<file path="config.mk">
export PLATFORM = sky130hd
export DESIGN_NAME = fpoll_ctrl
export DESIGN_NICKNAME = d
export VERILOG_FILES = /design/src/rtl/fpoll_pkg.sv /design/src/rtl/fpoll_rd_port.sv /design/src/rtl/fpoll_limit.sv /design/src/rtl/fpoll_seq.sv /design/src/rtl/fpoll_ctrl.sv
export SDC_FILE = /design/constraint.sdc
export NUM_CORES = 1
export LEC_CHECK = 0
export BUFFER_PORTS_ARGS = -buffer_cell sky130_fd_sc_hd__buf_2
export CORE_MARGIN = 10
export CORE_UTILIZATION = 42
export CTS_CLUSTER_SIZE = 12
export DETAILED_ROUTE_END_ITERATION = 8
export PLACE_DENSITY = 0.76
export SKIP_LAST_GASP = 1
export SLEW_MARGIN = 20
export SYNTH_ARGS = -nofsm -noshare
export SYNTH_HDL_FRONTEND = slang
export SYNTH_SLANG_ARGS = --single-unit
export TNS_END_PERCENT = 20
</file>
<file path="constraint.sdc">
create_clock -name clk -period 2.6 [get_ports clk]
set_clock_uncertainty 0.15 [all_clocks]
set_input_delay 0.13 -clock clk [delete_from_list [all_inputs] [get_ports clk]]
set_output_delay 0.13 -clock clk [all_outputs]
set_load 0.02 [all_outputs]
</file>
<file path="src/rtl/fpoll_pkg.sv">
package fpoll_pkg;

    // Bit positions of the status flags inside a status byte
    localparam int unsigned FLAG_BIT   = 7;
    localparam int unsigned TOGGLE_BIT = 6;
    localparam int unsigned LIMIT_BIT  = 5;

    typedef enum logic {
        MODE_DATA   = 1'b0,
        MODE_TOGGLE = 1'b1
    } poll_mode_e;

    typedef enum logic [2:0] {
        ST_IDLE     = 3'd0,
        ST_D_POLL   = 3'd1,
        ST_D_CONFIRM= 3'd2,
        ST_T_FIRST  = 3'd3,
        ST_T_SECOND = 3'd4,
        ST_T_RECHK1 = 3'd5,
        ST_T_RECHK2 = 3'd6
    } poll_state_e;

    typedef struct packed {
        logic flag;
        logic toggle;
        logic limit;
    } status_t;

    typedef struct packed {
        logic pass;
        logic fail;
        logic timeout;
    } verdict_t;

    function automatic status_t decode_status(input logic [7:0] b);
        status_t s;
        s.flag   = b[FLAG_BIT];
        s.toggle = b[TOGGLE_BIT];
        s.limit  = b[LIMIT_BIT];
        return s;
    endfunction

endpackage

</file>
<file path="src/rtl/fpoll_rd_port.sv">
module fpoll_rd_port
    import fpoll_pkg::*;
#(
    parameter int DW = 8
) (
    input  logic          clk,
    input  logic          rst,
    input  logic          go,
    input  logic          mem_valid,
    input  logic [DW-1:0] mem_rdata,
    output logic          mem_req,
    output logic          rd_ok,
    output status_t       rd_status
);

    logic unused_rdata;
    assign unused_rdata = ^mem_rdata;

    always_ff @(posedge clk) begin
        if (rst) begin
            mem_req   <= 1'b0;
            rd_ok     <= 1'b0;
            rd_status <= '0;
        end else begin
            rd_ok <= 1'b0;
            if (go) begin
                mem_req <= 1'b1;
            end else if (mem_req && mem_valid) begin
                mem_req   <= 1'b0;
                rd_ok     <= 1'b1;
                rd_status <= decode_status(mem_rdata[7:0]);
            end
        end
    end

    AST_REQ_HELD: assert property (@(posedge clk) disable iff (rst)
        (mem_req && !mem_valid) |=> mem_req) else $error("request dropped early");
    AST_NO_GO_PENDING: assert property (@(posedge clk) disable iff (rst)
        go |-> !mem_req) else $error("new read while one pending");

endmodule

</file>
<file path="src/rtl/fpoll_limit.sv">
module fpoll_limit #(
    parameter int MAX_POLLS = 4096
) (
    input  logic clk,
    input  logic rst,
    input  logic clear,
    input  logic tick,
    output logic exhausted
);

    localparam int CW = (MAX_POLLS < 1) ? 1 : $clog2(MAX_POLLS + 1);

    generate
        if (MAX_POLLS == 0) begin : g_unlimited
            logic unused_in;
            assign unused_in = clk ^ rst ^ clear ^ tick;
            assign exhausted = 1'b0;
        end else begin : g_limited
            localparam logic [CW-1:0] LIMIT = CW'(MAX_POLLS);
            logic [CW-1:0] cnt;

            always_ff @(posedge clk) begin
                if (rst || clear) begin
                    cnt <= '0;
                end else if (tick && cnt != LIMIT) begin
                    cnt <= cnt + 1'b1;
                end
            end

            assign exhausted = (cnt == LIMIT);

            AST_CNT_BOUND: assert property (@(posedge clk) disable iff (rst)
                cnt <= LIMIT) else $error("poll counter overran");
            AST_NO_READ_PAST_LIMIT: assert property (@(posedge clk) disable iff (rst)
                (tick && !clear) |-> !exhausted) else $error("read past limit");
        end
    endgenerate

endmodule

</file>
<file path="src/rtl/fpoll_seq.sv">
module fpoll_seq
    import fpoll_pkg::*;
#(
    parameter int AW = 24
) (
    input  logic          clk,
    input  logic          rst,
    input  logic          start,
    input  logic          start_mode,
    input  logic [AW-1:0] start_addr,
    input  logic          start_flag,
    input  logic          rd_ok,
    input  status_t       rd_status,
    input  logic          exhausted,
    output logic          go,
    output logic          clear,
    output logic [AW-1:0] addr,
    output logic          busy,
    output logic          done,
    output verdict_t      verdict
);

    poll_state_e state, state_n;
    logic        exp_flag;
    logic        prev_toggle;

    logic        go_n;
    logic        fin;
    logic        fin_pass;
    logic        fin_to;
    logic        cap_toggle;
    logic        want_rd;
    poll_state_e want_st;

    assign clear = start && (state == ST_IDLE);
    assign busy  = (state != ST_IDLE);

    always_comb begin
        state_n    = state;
        go_n       = 1'b0;
        fin        = 1'b0;
        fin_pass   = 1'b0;
        fin_to     = 1'b0;
        cap_toggle = 1'b0;
        want_rd    = 1'b0;
        want_st    = ST_IDLE;

        case (state)
            ST_IDLE: begin
                if (start) begin
                    go_n    = 1'b1;
                    state_n = (poll_mode_e'(start_mode) == MODE_TOGGLE) ? ST_T_FIRST : ST_D_POLL;
                end
            end
            ST_D_POLL: begin
                if (rd_ok) begin
                    if (rd_status.flag == exp_flag) begin
                        fin      = 1'b1;
                        fin_pass = 1'b1;
                    end else begin
                        want_rd = 1'b1;
                        want_st = rd_status.limit ? ST_D_CONFIRM : ST_D_POLL;
                    end
                end
            end
            ST_D_CONFIRM: begin
                if (rd_ok) begin
                    fin      = 1'b1;
                    fin_pass = (rd_status.flag == exp_flag);
                end
            end
            ST_T_FIRST, ST_T_RECHK1: begin
                if (rd_ok) begin
                    cap_toggle = 1'b1;
                    want_rd    = 1'b1;
                    want_st    = (state == ST_T_FIRST) ? ST_T_SECOND : ST_T_RECHK2;
                end
            end
            ST_T_SECOND: begin
                if (rd_ok) begin
                    if (rd_status.toggle == prev_toggle) begin
                        fin      = 1'b1;
                        fin_pass = 1'b1;
                    end else begin
                        want_rd = 1'b1;
                        want_st = rd_status.limit ? ST_T_RECHK1 : ST_T_FIRST;
                    end
                end
            end
            ST_T_RECHK2: begin
                if (rd_ok) begin
                    fin      = 1'b1;
                    fin_pass = (rd_status.toggle == prev_toggle);
                end
            end
            default: state_n = ST_IDLE;
        endcase

        if (want_rd) begin
            if (exhausted) begin
                fin      = 1'b1;
                fin_pass = 1'b0;
                fin_to   = 1'b1;
            end else begin
                go_n    = 1'b1;
                state_n = want_st;
            end
        end
        if (fin) begin
            state_n = ST_IDLE;
        end
    end

    always_ff @(posedge clk) begin
        if (rst) begin
            state       <= ST_IDLE;
            go          <= 1'b0;
            done        <= 1'b0;
            verdict     <= '0;
            addr        <= '0;
            exp_flag    <= 1'b0;
            prev_toggle <= 1'b0;
        end else begin
            state <= state_n;
            go    <= go_n;
            done  <= fin;
            if (clear) begin
                addr     <= start_addr;
                exp_flag <= start_flag;
                verdict  <= '0;
            end
            if (cap_toggle) begin
                prev_toggle <= rd_status.toggle;
            end
            if (fin) begin
                verdict.pass    <= fin_pass;
                verdict.fail    <= !fin_pass;
                verdict.timeout <= fin_to;
            end
        end
    end

    AST_DONE_ONE_CYCLE: assert property (@(posedge clk) disable iff (rst)
        done |=> !done) else $error("done wider than one cycle");
    AST_DONE_IDLE: assert property (@(posedge clk) disable iff (rst)
        done |-> !busy) else $error("busy during done");
    AST_ONE_VERDICT: assert property (@(posedge clk) disable iff (rst)
        done |-> (verdict.pass ^ verdict.fail)) else $error("verdict not exclusive");
    AST_TIMEOUT_FAILS: assert property (@(posedge clk) disable iff (rst)
        verdict.timeout |-> verdict.fail) else $error("timeout without fail");
    AST_ADDR_HELD: assert property (@(posedge clk) disable iff (rst)
        (busy && $past(busy)) |-> $stable(addr)) else $error("address moved mid-poll");
    AST_CONFIRM_ONCE: assert property (@(posedge clk) disable iff (rst)
        (state == ST_D_CONFIRM && rd_ok) |=> !busy) else $error("extra read after confirm");

endmodule

</file>
<file path="src/rtl/fpoll_ctrl.sv">
module fpoll_ctrl
    import fpoll_pkg::*;
#(
    parameter int AW        = 24,
    parameter int DW        = 8,
    parameter int MAX_POLLS = 4096
) (
    input  logic          clk,
    input  logic          rst,
    input  logic          start,
    input  logic          start_mode,
    input  logic [AW-1:0] start_addr,
    input  logic [7:0]    start_data,
    output logic          mem_req,
    output logic [AW-1:0] mem_addr,
    input  logic          mem_valid,
    input  logic [DW-1:0] mem_rdata,
    output logic          busy,
    output logic          done,
    output logic          pass,
    output logic          fail,
    output logic          timeout
);

    logic     go;
    logic     clear;
    logic     rd_ok;
    status_t  rd_status;
    logic     exhausted;
    verdict_t verdict;

    logic unused_data_low;
    assign unused_data_low = ^start_data[6:0];

    fpoll_seq #(.AW(AW)) u_seq (
        .clk        (clk),
        .rst        (rst),
        .start      (start),
        .start_mode (start_mode),
        .start_addr (start_addr),
        .start_flag (start_data[FLAG_BIT]),
        .rd_ok      (rd_ok),
        .rd_status  (rd_status),
        .exhausted  (exhausted),
        .go         (go),
        .clear      (clear),
        .addr       (mem_addr),
        .busy       (busy),
        .done       (done),
        .verdict    (verdict)
    );

    fpoll_rd_port #(.DW(DW)) u_port (
        .clk       (clk),
        .rst       (rst),
        .go        (go),
        .mem_valid (mem_valid),
        .mem_rdata (mem_rdata),
        .mem_req   (mem_req),
        .rd_ok     (rd_ok),
        .rd_status (rd_status)
    );

    fpoll_limit #(.MAX_POLLS(MAX_POLLS)) u_limit (
        .clk       (clk),
        .rst       (rst),
        .clear     (clear),
        .tick      (go),
        .exhausted (exhausted)
    );

    assign pass    = verdict.pass;
    assign fail    = verdict.fail;
    assign timeout = verdict.timeout;

    AST_IDLE_NO_REQ: assert property (@(posedge clk) disable iff (rst)
        (!busy && !$past(busy)) |-> !mem_req) else $error("request while idle");

endmodule

</file>
After elaboration in Yosys (flattened, before gate mapping)
Index checks and enable logic that the tools add are counted.
- bitwise gates (word level): 1
- equality and inequality tests: 10
- reductions and logical operators: 15
- mux-type cells: 44
- add/subtract/negate cells: 1
- operators with widths (kind ; number):
    $mux 3 ; 11
    $mux 1 ; 25
    $add 13x1->13 const B ; 1
    $eq 13x13->1 const B ; 1
    $ne 13x13->1 const B ; 1
    $eq 3x3->1 const B ; 3
    $pmux 3 s3 ; 1
    $reduce_or 2->1 ; 4
    $eq 3x2->1 const B ; 2
    $mux 2 ; 3
    $pmux 1 s3 ; 2
    $pmux 3 s2 ; 1
    $reduce_or 6->1 ; 1
    $pmux 1 s4 ; 1
    $reduce_bool 2->1 ; 2
    $eq 3x1->1 const B ; 1
    $logic_and 1x1->1 ; 3
    $logic_not 3->1 ; 1
    $reduce_bool 3->1 ; 1
    $eq 1x1->1 ; 2
    $reduce_and 2->1 ; 1
    $logic_not 1->1 ; 1
    $logic_or 1x1->1 ; 1
    $not 1->1 ; 1
- output and inout bits: 30
- register bits: 52
- logic and storage cells: 86
- bits of input ports: 45

Depth between registers and ports, before layout
- depth in word-level cells: 8
- gate-level depth with buffers: 7

Modules after synthesis
Synthesis repeated with hierarchy kept, for this count alone.
- cell total of the unflattened synthesis: 288
- area, all modules: 2403.6 um^2
- modules (own cells, without submodules) (module ; times used ; cells each ; area an instance (um^2) ; seq. area each (um^2)):
    fpoll_seq ; 1 ; 177 ; 1430.1 ; 680.7
    fpoll_limit ; 1 ; 91 ; 764.5 ; 260.2
    fpoll_rd_port ; 1 ; 20 ; 209.0 ; 100.1

Least setup slack after synthesis
No wires, ideal clock.
- path type: register to register
- start: reg u_limit.g_limited.cnt[0]
- end: reg u_seq.verdict[1] (netlist name)
- library setup time: 0.060 ns
- stages on the path, launching flop included: 8
- arrival time: 1.668 ns
- setup slack: 0.722 ns
- required time: 2.390 ns
- path through: dfxtp_1 > inv_1 > ha_1 > nor4b_2 > nand3_2 > or4_4 > a221oi_2 > a41o_1
- cells in the longest elaborated chain, start to end: 5
- elaborated cells on any way between the ends: 8
- those cells by class: 1 x eq/ne; 5 x mux; 2 x reduce/logical
- RTL lines (what ; line ; source):
    start, declared ; fpoll_limit.sv:20 ; logic [CW-1:0] cnt;
    start signal, assigned ; fpoll_limit.sv:26 ; cnt <= cnt + 1'b1;
    $eq 13x13->1 * ; fpoll_limit.sv:30 ; assign exhausted = (cnt == LIMIT);
    $mux 1 ; fpoll_seq.sv:100 ; if (exhausted) begin
    $mux 1 ; fpoll_seq.sv:99 ; if (want_rd) begin
    $logic_not 1->1 ; fpoll_seq.sv:137 ; verdict.fail <= !fin_pass;
    $mux 3 ; fpoll_seq.sv:135 ; if (fin) begin
Mark *: on every way between the ends. The rest lies on a longest branch, timed or not.
A chain may end at the register's enable or synchronous reset.

Worst setup path in the final report
- start: reg u_limit.g_limited.cnt[0]
- end: reg u_seq.verdict[1] (netlist name)
- cells in the longest elaborated chain, start to end: 5
- elaborated cells on any way between the ends: 8
- those cells by class: 1 x eq/ne; 5 x mux; 2 x reduce/logical
- RTL lines (what ; line):
    $eq 13x13->1 * ; fpoll_limit.sv:30
    $mux 1 ; fpoll_seq.sv:100
    $mux 1 ; fpoll_seq.sv:99
    $logic_not 1->1 ; fpoll_seq.sv:137
    $mux 3 ; fpoll_seq.sv:135
Marked as above.

==> metrics.md <==
| Metric | Value |
|---|---|
| Deepest level of the CTS H-tree | 2 |
| Synth Flop Type | sky130_fd_sc_hd__dfxtp_1 |
| Global-route wire length before repair | 10120 µm |
| Total Power Consumption | 0.001562 W |
| DR pass1 iterations | 4 |
| Req. time, crit path | 2700 ps |
| Area grow syn2layout | 32.94% |
| Total routing usage reported by global routing | 0.1416 |
| Most frequent cells in the layout | sky130_fd_sc_hd__buf_2 (62), sky130_fd_sc_hd__nand2_1 (61), sky130_fd_sc_hd__dfxtp_1 (52), sky130_fd_sc_hd__a21oi_1 (35) |
| Drc violations | 0 |
| Clock power frac | 0.297 |
| Commonest non-fill, non-tap cell in the layout | sky130_fd_sc_hd__buf_2 |
| Maximum number of pins on one net before global-route repair | 39 |
| Via count | 2109 |
| Count of max-cap constraint violations | 0 |
| Design area | 2934 µm² |
| Post-route minimum period | 2057 ps |
| Kind of launch point of the worst setup path | flop |
| Critical path, cell by cell | inv_1 -> ha_1 -> nor4b_2 -> nand3_2 -> or4_4 -> a221oi_2 -> a41o_1 |
| Simple-gate share of the synthesized area | 0.2636 |
| Yosys cell types | 43 |
| Maximum VDD drop | 381.1 µV |
| CP Max Fanout | 7 |
| Overflow left after global routing | 0 |
| # placed instances | 384 |
| Clock latency on the worst-skew pair | 310 ps |
| Complex-gate fraction of the synthesized area | 0.1230 |
| Die Outline Area | 8554 µm² |
| Detailed Route Iter0 Violations | 172 |
| HPWL reported at the end of detailed placement | 3783 µm |
| Share of final-layout standard cells stronger than drive strength 1 | 0.2308 |
| Maximum frequency from static timing analysis | 486.1 MHz |
| Fin cells | 422 |
| Number of clock sinks | 52 |
| Width of the chip | 92.49 µm |
| Cell family with the largest share of critical-path delay | simple AND/OR/NAND/NOR gates |
| WL/cell | 14.27 µm |
| Share of the cycle needed by the critical path after routing | 0.7912 |
| Clock root buffer | sky130_fd_sc_hd__clkbuf_8 |
| Core footprint | 5107 µm² |
| Share of total power in combinational logic | 0.157 |
| Post-Syn Area per Cell | 8.392 µm² |
| Net Sw Frac | 0.2795 |
| Post-CTS setup-driven buffer insertion count | 0 |
| Clock-pin transition on the worst setup and hold timing paths | 100 ps |
| Leakage dissipation | 1.267 nW |
| Number of vias per cell after detailed routing | 4.998 |
| Share of power burned in registers | 0.546 |
| Net count after synthesis | 310 |
| Max-slew headroom | 0.6614 |
| Number of gates resized after CTS | 0 |
| Detailed Route WL | 6021 µm |
| PwrDens | 532.2 nW/µm² |
| Number of hold buffers added after cts | 29 |
| Unrepaired setup endpoints after global routing | false |
| Y dimension of the die | 92.49 µm |
| Number of port buffers | 62 |
| Post-synth EDFFs | 0 |
| Endpoints failing setup | 0 |
| Endpoint type of the worst setup path | flop |
| Initial antenna violation count | 1 |
| Net count, final | 397 |
| Initial Util | 0.4321 |
| Share of flip-flops with an asynchronous set or reset after synthesis | 0 |
| Combinational family with the most area after synthesis | simple AND/OR/NAND/NOR gates |
| Fraction of the mapped netlist area in adder cells | 0.01134 |
| Portion of netlist area occupied by mux cells | 0.02268 |
| Combined buffer and inverter count along the critical path | 1 |
| Count of state elements after synthesis | 52 |
| Yosys warnings | 0 |
| Site Rows | 26 |
| XOR/XNOR share of the synthesized area | 0.06293 |
| Post-synthesis sequential area ratio | 0.4717 |
| Biggest cell delay along the critical path | 490 ps |
| Via count of the first global-routing pass | 2106 |
| Gate count after technology mapping | 263 |
| Number of pins with negative max-slew slack in the final report | 0 |
| Slowest cell on the critical path | sky130_fd_sc_hd__or4_4 |
| Critical path arrival | 2150 ps |
| CTS buffer count | 5 |
| Hold slack | 110.0 ps |
| CTS tree | done |
| Area after DPL | 2555 µm² |
| Post-route setup TNS | 0 ps |
| Fill cell instance count of the final layout | 449 |
| Number of ports placed on the die boundary | 75 |
| Outcome | finished, final reports clean |
| Summed instance area of the synthesized netlist | 2207 µm² |
| Global placer's final weighted congestion | 0.8084 |
| Actual transition at the worst max-transition pin | 504.9 ps |
| Antenna-violating nets left | 0 |
| Maximum number of buffers from clock root to sink | 2 |
| Internal power of the cells | 0.001125 W |
| Final number of hold-violating endpoints | 0 |
| Start-to-end type of the worst setup path | flop to flop |
| Switching power | 0.0004365 W |
| Worst hold path class | input pin to flop |
final cells by class:
cell class,instances,area (µm²),area share
inverters,7,26.28,0.008955
repair buffers,94,623.1,0.2124
well taps,70,87.58,0.02985
multi-input cells,190,1067,0.3638
clock buffers,6,72.57,0.02473
flip-flops and latches,52,1041,0.3548
diodes,1,2.502,0.0008529
clock inverters,2,13.76,0.004691
through the flow:
stage | utilization | worst slack [ps]
after global placement | 0.5002 | 589.4
after detailed placement | 0.5002 | 554.9
after floorplan | - | 721.5
after global routing | 0.5745 | 372.6
after CTS | 0.5740 | 512.7
final | 0.5745 | 542.8
sequential cells by signal (all words and copies together) (netlist names):
signal and count:
u_seq.addr 24, u_limit.g_limited.cnt 13, u_port.rd_status 3, u_seq.state 3
u_seq.verdict 3, u_port.mem_req 1, u_port.rd_ok 1, u_seq.done 1
u_seq.exp_flag 1, u_seq.go 1, u_seq.prev_toggle 1
cells in the mapped netlist (all sizes together) (2+ instances only):
master,instances,area [µm²]
a21oi,35,175.2
and3,3,18.77
buf,6,42.54
clkbuf,8,30.03
dfxtp,52,1041
ha,2,25.02
inv,7,26.28
mux2i,5,50.05
nand2,61,229.0
nand2b,3,18.77
nand3,3,20.02
nand4,7,43.79
nor2,29,108.9
nor3,3,15.01
nor4,2,18.77
nor4b,3,47.54
o21ai,2,10.01
or3,2,12.51
xnor2,7,61.31
xor2,8,77.58
metal layers:
| metal | vias to the layer above | wire length, µm | GRT usage |
|---|---|---|---|
| li1 | 1054 | - | - |
| met1 | 974 | 2605 | 0.1707 |
| met2 | 70 | 2743 | 0.2188 |
| met3 | 11 | 570 | 0.06295 |
| met4 | 0 | 102 | 0.05013 |
| met5 | - | 0 | 0 |
logic make-up after synthesis:
logic type / count (synthesis)
xor+xnor: 15
fa+ha+maj: 2
buf+inv: 21
simple gates: 122
flops: 52
compound gates: 46
mux: 5
tightest hold or removal path: stages:
cell	delay, ps
sky130_fd_sc_hd__buf_2	80
sky130_fd_sc_hd__a32o_1	150
sky130_fd_sc_hd__a22oi_1	80
sky130_fd_sc_hd__nor2_1	80
power groups by stage:
stage | sequential (W) | combinational, W | clock (W)
after global placement | 0.000868 | 0.000203 | 0
after detailed placement | 0.000870 | 0.000207 | 0
final | 0.000853 | 0.000246 | 0.000463
after global routing | 0.000857 | 0.000271 | 0.000502
after CTS | 0.000851 | 0.000240 | 0.000467
after floorplan | 0.000893 | 0.000111 | 0
worst paths after layout:
check | start | endpoint | slack (ps) | depth (start not counted)
max | u_limit.g_limited.cnt[0] | u_seq.verdict[1] | 540 | 7
min | start_mode | u_seq.state[1] | 110 | 4
max reg2reg | u_limit.g_limited.cnt[0] | u_seq.verdict[1] | 540 | 7
min reg2reg | u_seq.addr[16] | u_seq.addr[16] | 310 | 2
Power figures use the tool's default switching activity.
